==> src/rtl/btm_pkg.sv <==
package btm_pkg;

  typedef enum logic [1:0] {
    SRC_XTAL = 2'd0,
    SRC_SYS  = 2'd1,
    SRC_PRE  = 2'd2,
    SRC_OFF  = 2'd3
  } btm_src_e;

  // Counter bit watched by tap code k.
  function automatic int tap_bit(input int k, input int base, input int step);
    return base + step * k;
  endfunction

  // Set-wins-over-acknowledge flag update.
  function automatic logic flag_next(input logic cur, input logic set, input logic ack);
    return set | (cur & ~ack);
  endfunction

endpackage

==> src/rtl/btm_src_mux.sv <==
module btm_src_mux
  import btm_pkg::*;
(
  input  logic       run_en,
  input  logic [1:0] src_sel,
  input  logic       xtal_stb,
  input  logic       pre_stb,
  output logic       adv
);

  logic picked;

  always_comb begin
    case (btm_src_e'(src_sel))
      SRC_XTAL: picked = xtal_stb;
      SRC_SYS:  picked = 1'b1;
      SRC_PRE:  picked = pre_stb;
      default:  picked = 1'b0;
    endcase
  end

  assign adv = run_en & picked;

endmodule

==> src/rtl/btm_counter.sv <==
module btm_counter
  import btm_pkg::*;
#(
  parameter int CNT_W    = 14,
  parameter int TAP_N    = 4,
  parameter int TAP_BASE = 4,
  parameter int TAP_STEP = 2
) (
  input  logic             clk,
  input  logic             rst_n,
  input  logic             clr,
  input  logic             adv,
  output logic [CNT_W-1:0] cnt,
  output logic             wrap_evt,
  output logic [TAP_N-1:0] tap_fall
);

  localparam logic [CNT_W-1:0] ONE = {{(CNT_W-1){1'b0}}, 1'b1};

  logic [CNT_W-1:0] cnt_nxt;

  assign cnt_nxt  = cnt + ONE;
  assign wrap_evt = adv & (&cnt);

  for (genvar k = 0; k < TAP_N; k++) begin : g_tap
    localparam int B = tap_bit(k, TAP_BASE, TAP_STEP);
    assign tap_fall[k] = adv & cnt[B] & ~cnt_nxt[B];
  end

  always_ff @(posedge clk or negedge rst_n) begin
    if (!rst_n)      cnt <= '0;
    else if (clr)    cnt <= '0;
    else if (adv)    cnt <= cnt_nxt;
  end

endmodule

==> src/rtl/btm_flags.sv <==
module btm_flags
  import btm_pkg::*;
#(
  parameter int TAP_N = 4,
  localparam int SEL_W = (TAP_N > 1) ? $clog2(TAP_N) : 1
) (
  input  logic             clk,
  input  logic             rst_n,
  input  logic             clr,
  input  logic             wrap_evt,
  input  logic [TAP_N-1:0] tap_fall,
  input  logic [SEL_W-1:0] tap_sel,
  input  logic             ovf_ack,
  input  logic             per_ack,
  output logic             ovf_flag,
  output logic             per_flag,
  output logic             per_evt
);

  assign per_evt = tap_fall[tap_sel];

  always_ff @(posedge clk or negedge rst_n) begin
    if (!rst_n) begin
      ovf_flag <= 1'b0;
      per_flag <= 1'b0;
    end else if (clr) begin
      ovf_flag <= 1'b0;
      per_flag <= 1'b0;
    end else begin
      ovf_flag <= flag_next(ovf_flag, wrap_evt, ovf_ack);
      per_flag <= flag_next(per_flag, per_evt, per_ack);
    end
  end

endmodule

==> src/rtl/base_tick_timer.sv <==
module base_tick_timer
  import btm_pkg::*;
#(
  parameter int CNT_W    = 14,
  parameter int TAP_N    = 4,
  parameter int TAP_BASE = 4,
  parameter int TAP_STEP = 2
) (
  input  logic             clk,
  input  logic             rst_n,
  input  logic             run_en,
  input  logic             clr,
  input  logic [1:0]       src_sel,
  input  logic             xtal_stb,
  input  logic             pre_stb,
  input  logic [1:0]       tap_sel,
  input  logic             ovf_ack,
  input  logic             per_ack,
  output logic [CNT_W-1:0] count,
  output logic             ovf_flag,
  output logic             per_flag
);

  // Internal events, named for the checker.
  logic             adv;
  logic             wrap_evt;
  logic             per_evt;
  logic [TAP_N-1:0] tap_fall;

  btm_src_mux u_mux (
    .run_en   (run_en),
    .src_sel  (src_sel),
    .xtal_stb (xtal_stb),
    .pre_stb  (pre_stb),
    .adv      (adv)
  );

  btm_counter #(
    .CNT_W    (CNT_W),
    .TAP_N    (TAP_N),
    .TAP_BASE (TAP_BASE),
    .TAP_STEP (TAP_STEP)
  ) u_cnt (
    .clk      (clk),
    .rst_n    (rst_n),
    .clr      (clr),
    .adv      (adv),
    .cnt      (count),
    .wrap_evt (wrap_evt),
    .tap_fall (tap_fall)
  );

  btm_flags #(
    .TAP_N (TAP_N)
  ) u_flg (
    .clk      (clk),
    .rst_n    (rst_n),
    .clr      (clr),
    .wrap_evt (wrap_evt),
    .tap_fall (tap_fall),
    .tap_sel  (tap_sel),
    .ovf_ack  (ovf_ack),
    .per_ack  (per_ack),
    .ovf_flag (ovf_flag),
    .per_flag (per_flag),
    .per_evt  (per_evt)
  );

endmodule

==> config.mk <==
export PLATFORM = sky130hd
export DESIGN_NAME = base_tick_timer
export DESIGN_NICKNAME = d
export VERILOG_FILES = /design/src/rtl/btm_pkg.sv /design/src/rtl/btm_src_mux.sv /design/src/rtl/btm_counter.sv /design/src/rtl/btm_flags.sv /design/src/rtl/base_tick_timer.sv
export SDC_FILE = /design/constraint.sdc
export NUM_CORES = 1
export LEC_CHECK = 0
export CORE_MARGIN = 10
export CORE_UTILIZATION = 48
export CTS_BUF_LIST = sky130_fd_sc_hd__clkbuf_16
export CTS_CLUSTER_SIZE = 25
export DETAILED_ROUTE_END_ITERATION = 6
export GPL_TIMING_DRIVEN = 0
export HOLD_SLACK_MARGIN = 0.05
export PLACE_DENSITY = 0.9
export SLEW_MARGIN = 40
export SYNTH_ARGS = -nofsm -noshare
export SYNTH_HDL_FRONTEND = slang
export SYNTH_SLANG_ARGS = --single-unit
==> constraint.sdc <==
create_clock -name clk -period 2.76 [get_ports clk]
set_input_delay 0.276 -clock clk [delete_from_list [all_inputs] [get_ports clk]]
set_output_delay 0.276 -clock clk [all_outputs]
set_load 0.03 [all_outputs]
==> qor.csv, run 1 <==
metric,value,unit
overflow,0,
grtUsageTotal,11.7,%
start_util,50.8,%
synth-seq-cells,16,
cellPowerDensity,451,nW/um^2
syn_area_per_cell,9.64,um^2
cp_top_family,buffers and inverters,
slew_headroom,52.1,%
postCtsSetupBuffers,0,
drt-initial-drc-count,17,
status,"complete, no violations",
routedWlPerCell,14.7,um
maxCapViolations,0,
fp.dieW,63.0,um
grt_setup_unrepaired,no,
synthTopCellsByCount,"dfrtp_1, a21oi_1, o21ai_0, or3_1, nor2_1",
startpoint_type,flop,
setup_viol_count_final,0,
tightest_slew,0.717,ns
port_buffers,26,
synth_edf_count,0,
place_ws,0.844,ns
root_buffer,clkbuf_16,
rows,15,
fp.dieArea,3970,um^2
area_growth,41.7,%
cts_max_path_buffers,2,
synth.top_cell.area_share,45.1,%
syn_nets,105,
hpwl,1670,um
clkTransAtPathRegs,0.05,ns
synth_top_family_by_area,simple AND/OR/NAND/NOR gates,
grt_pass1_vias,857,
synthMuxAreaShare,2.40,%
cts-buffers-inserted,3,
p_leak,0.000488,uW
critical_path.max_stage_delay,0.72,ns
nets,136,
path_buf_inv,1,
dp_cells,143,
timing.final.crit_share,61.3,%
hold_viol,0,
grt_max_degree,17,
cp_max_fo,7,
clock.fmax,591,MHz
stdcell_count,147,
fin_setup_tns,0,ns
hp-class,input port to flop,
clock-sinks,16,
fin_total_pwr,567,uW
drive_gt1_share,8.20,%
cts_tree,yes,
worstSkewPairLatency,0.25,ns
yosysSeqAreaShare,45.1,%
crit_type,flop to primary output,
syn_area,887,um^2
num_antenna_cells,0,
vias,808,
async_flop_share,100,%
grt_pass1_wl,3880,um
cts_resized,0,
synth_cells,92,
antenna_left,0,
synth-simple-area-share,24.3,%
synth_flop_cell,dfrtp_1,
antenna_found_initial,0,
yosysWarnings,0,
viasPerCell,5.50,
slowest_stage,clkdlybuf4s50_1,
yosysMostFrequentCell,dfrtp_1,
ios,28,
core_area,1750,um^2
vdd_drop_max,0.000376,V
wl,2160,um
htreeDepth,1,
cp_cell_sequence,clkdlybuf4s50_1,
ys_types,31,
synth_area_leaders,"dfrtp_1, a21oi_1, or3_1",
synth_fa_ha_area_share,1.41,%
synth_xor_area_share,4.94,%
drt_pass1_iterations,4,
cp.required,2.48,ns
fp.dieH,63.0,um
min_period,1.69,ns
synth-compound-area-share,19.5,%
cp.arrival,1.42,ns
place_congestion,0.787,
end_kind,primary output,
clock_skew,0.00196,ns
synth_area_leader_cell,dfrtp_1,
worst_slack,1.07,ns
hold_buffers,0,
slew_viol_final,0,
drc,0,
[path summary, 6_finish.rpt]
check | from | endpoint | slack [ns] | cells past startpoint
worst min register to register | u_flg.ovf_flag$_DFF_PN0_ | u_flg.ovf_flag$_DFF_PN0_ | 0.54 | 2
worst max-delay path | u_cnt.cnt[4]$_DFFE_PN0P_ | count[4] | 1.07 | 1
worst min-delay path | clr | u_cnt.cnt[13]$_DFFE_PN0P_ | 0.38 | 2
min in group asynchronous | rst_n | u_cnt.cnt[9]$_DFFE_PN0P_ | 0.46 | 1
worst max register to register | u_cnt.cnt[0]$_DFFE_PN0P_ | u_cnt.cnt[10]$_DFFE_PN0P_ | 1.13 | 5
max in group asynchronous | rst_n | u_cnt.cnt[1]$_DFFE_PN0P_ | 1.85 | 1
[kinds of logic (layout without fill, tap and decap cells)]
family / count (synthesis) / in the layout
xor+xnor: 5 / 5
mux: 2 / 2
fa+ha+maj: 1 / 1
buf+inv: 4 / 34
compound gates: 27 / 27
simple gates: 37 / 37
flops: 16 / 16
[report_power, final]
part	switching, uW	internal (uW)
Combinational	24.1	23.2
Clock	88.0	192
Sequential	2.91	237
[metal layers]
metal,track usage (%),up-vias,share of wire (%)
met2,20.2,21,50
li1,-,396,-
met5,0,-,0
met3,5.38,8,7.5
met4,5.03,0,2.1
met1,11.9,383,40
[registers in the layout, indices dropped and copies added (netlist names)]
signal          flops
u_cnt.cnt          14
u_flg.ovf_flag      1
u_flg.per_flag      1
[layout by cell type, fill, tap and decap left out, drive strengths merged, types with 2 or more instances in the layout]
cell | netlist | final
a21oi | 10 | 10
and3 | 2 | 2
and4 | 2 | 2
clkbuf | 1 | 4
clkdlybuf4s50 | 0 | 26
dfrtp | 16 | 16
inv | 2 | 2
nand2 | 5 | 5
nand2b | 2 | 2
nand3 | 4 | 4
nand4 | 4 | 4
nor2 | 7 | 7
o211ai | 4 | 4
o21ai | 8 | 8
or3 | 8 | 8
xnor2 | 2 | 2
xor2 | 3 | 3
[per-stage QoR]
stage / hold WS, ns / area, um^2 / utilization [%]
global route: 0.404 / 1260 / 72.0
global placement: 0.524 / 1180 / 67.5
detailed placement: 0.535 / 1180 / 67.5
CTS: 0.382 / 1260 / 72.0
floorplan: -0.0196 / 887 / -
finish: 0.381 / 1260 / 72.0
[final cells by class]
type | count | area (um^2)
Buffer | 2 | 13.8
Clock buffer | 3 | 75.1
Clock inverter | 1 | 3.75
Fill cell | 141 | 488
Inverter | 2 | 7.51
Multi-Input combinational cell | 72 | 465
Sequential cell | 16 | 400
Tap cell | 25 | 31.3
Timing Repair Buffer | 26 | 260
Power figures use the tool's default switching activity.
==> run 2, diff against run 1 <==
CORE_UTILIZATION = 45   (was 48)
PLACE_DENSITY = 0.86   (was 0.9)
clock period = 1.7 ns   (was 2.76 ns; I/O delays follow)
==> run 2 against run 1 <==
Net effect: sequential share of layout area decreased by 0.95 points; total power increased by 67%; count of clock-buffer cells in the layout unchanged; core utilization decreased by 4.6 points; via count increased by 13%; first-iteration DRC count increased by 35%; flip-flop and latch count unchanged.
==> qor.csv, run 2 (synthesis gave the netlist of run 1 again) <==
metric,value,unit,change
place_area,1180,um^2,+0.21%
timing.final.crit_share,97.7,%,
fin_setup_tns,0,ns,unchanged
htreeDepth,1,,unchanged
drc,0,,unchanged
startpoint_type,flop,,
clkTransAtPathRegs,0.05,ns,about the same
wl,2760,um,+28%
ios,28,,unchanged
fin_area,1300,um^2,+3.1%
worstSkewPairLatency,0.25,ns,about the same
cts-buffers-inserted,3,,unchanged
grt_use_met1,14.0,%,+2.2 points
layout_common_cells,"clkdlybuf4s50_1, dfrtp_1, a21oi_1, or3_1",,
slew_headroom,52.0,%,about the same
cp.arrival,1.84,ns,+0.42 ns
rows,16,,+1
swShare,22.1,%,+1.8 points
clock-sinks,16,,unchanged
crit_end,u_flg.ovf_flag$_DFF_PN0_,,
core_area,1920,um^2,+10%
r2r_setup_slack,0.04,ns,-1.09 ns
routedWlPerCell,18.1,um,+24%
num_antenna_cells,0,,unchanged
internal_power,737,uW,+63%
hp-class,input port to flop,,
area_growth,46.1,%,
rr_worst_depth,5,,unchanged
root_buffer,clkbuf_16,,
maxCapViolations,0,,unchanged
drive_gt1_share,13.6,%,+5.4 points
grt-busiest-layer,met2,,
grtUsageMet2,22.7,%,+2.5 points
fin_total_pwr,946,uW,+67%
grt_pass1_vias,896,,+4.6%
grt_pass1_wl,4420,um,+14%
fp.dieH,64.4,um,+2.2%
setup_viol_count_final,0,,unchanged
start_util,46.2,%,-4.7 points
largest_register_ffs,14,,unchanged
r2r_end,u_flg.ovf_flag$_DFF_PN0_,,
reg.largest.list,"u_cnt.cnt: 14 flops, u_flg.ovf_flag: 1 flops, u_flg.per_flag: 1 flops",,
antenna_found_initial,0,,unchanged
tightest_slew,0.718,ns,+0.000660 ns
clock_skew,0.00150,ns,-0.000462 ns
slew_viol_final,0,,unchanged
cellPowerDensity,730,nW/um^2,+62%
p_seq_share,41.1,%,-1.2 points
overflow,0,,unchanged
antenna_left,0,,unchanged
crit_type,flop to flop,,
p_leak,0.000504,uW,+3.2%
grtUsageTotal,13.2,%,+1.5 points
drt_pass1_iterations,6,,+2
fp.dieArea,4150,um^2,+4.5%
cp.required,1.88,ns,-0.60 ns
grt_setup_unrepaired,yes,,
hold_viol,0,,unchanged
end_kind,flop,,
min_period,1.66,ns,
clock.fmax,602,MHz,
place_congestion,0.800,,+1.7%
hpwl,1710,um,+2.5%
largest-register,u_cnt.cnt,,
clkPwrFrac,49.4,%,about the same
vdd_drop_max,0.000429,V,+14%
grt_max_degree,17,,unchanged
drt-initial-drc-count,23,,+6
startpoint,u_cnt.cnt[1]$_DFFE_PN0P_,,
p_switching,209,uW,+82%
met3_usage,2.61,%,-2.8 points
status,"complete, no violations",,
nets,140,,+2.9%
cp_max_fo,5,,-2
cts_max_path_buffers,2,,unchanged
comb_power_share,9.5,%,+1.1 points
fp.dieW,64.4,um,+2.2%
cts_tree,yes,,
vias,913,,+13%
layout_commonest_cell,clkdlybuf4s50_1,,
timing.rr.start,u_cnt.cnt[1]$_DFFE_PN0P_,,
port_buffers,26,,unchanged
viasPerCell,6.01,,+9.3%
[run 2: metal layers]
metal	part of all wire (%)	vias to the layer above
met5	0	-
met2	51	49
met3	6.8	22
met4	4.9	0
met1	37	437
li1	-	405
[run 2: worst min path at each step]
stage                     cells after the start  slack, ns                        to                startpoint
final                                         2       0.29  u_cnt.cnt[9]$_DFFE_PN0P_                       clr
after global routing                          2       0.32  u_cnt.cnt[7]$_DFFE_PN0P_                       clr
after CTS                                     2       0.30  u_cnt.cnt[5]$_DFFE_PN0P_                       clr
after detailed placement                      2       0.54  u_flg.per_flag$_DFF_PN0_  u_flg.per_flag$_DFF_PN0_
after global placement                        2       0.52  u_flg.ovf_flag$_DFF_PN0_  u_flg.ovf_flag$_DFF_PN0_
after floorplan                               0      -0.13  u_cnt.cnt[0]$_DFFE_PN0P_                     rst_n
[run 2: final cells by class]
type	instances	area (um^2)
buffer	2	13.8
sequential	16	400
inverter	2	7.51
clock buffer	3	75.1
timing repair buffer	30	290
multi-input combinational	72	475
tap	27	33.8
fill	149	626
[run 2: worst max-delay path: stages (launching register included)]
cell and delay (ns):
dfrtp_1 0.40, ha_2 0.20, nand4_1 0.21, a21o_1 0.28
or3_1 0.36, a21oi_1 0.14
[run 2: metrics by stage]
stage	setup slack [ns]	hold slack (ns)	util, %	cells
after global placement	-0.0558	0.523	61.5	145
after detailed placement	-0.0919	0.538	61.5	145
after CTS	0.0472	0.296	65.4	148
after floorplan	0.0403	-0.126	-	92
final	0.0390	0.288	67.4	152
after global routing	-0.0807	0.317	67.4	152
[run 2: power groups by stage]
stage          clock network [uW]  logic, uW  registers [uW]
5_1_grt                       473       97.0             389
2_1_floorplan                   0       24.8             401
3_3_place_gp                    0       76.7             395
4_1_cts                       460       81.1             389
3_5_place_dp                    0       79.4             395
6_report                      468       89.6             389
[run 2: what timing repair did]
item                                    4_1_cts  5_1_grt
hold buffers                                  0        0
setup buffers                                 0        4
endpoints found under the setup margin        0        5
resized for setup                             0        4
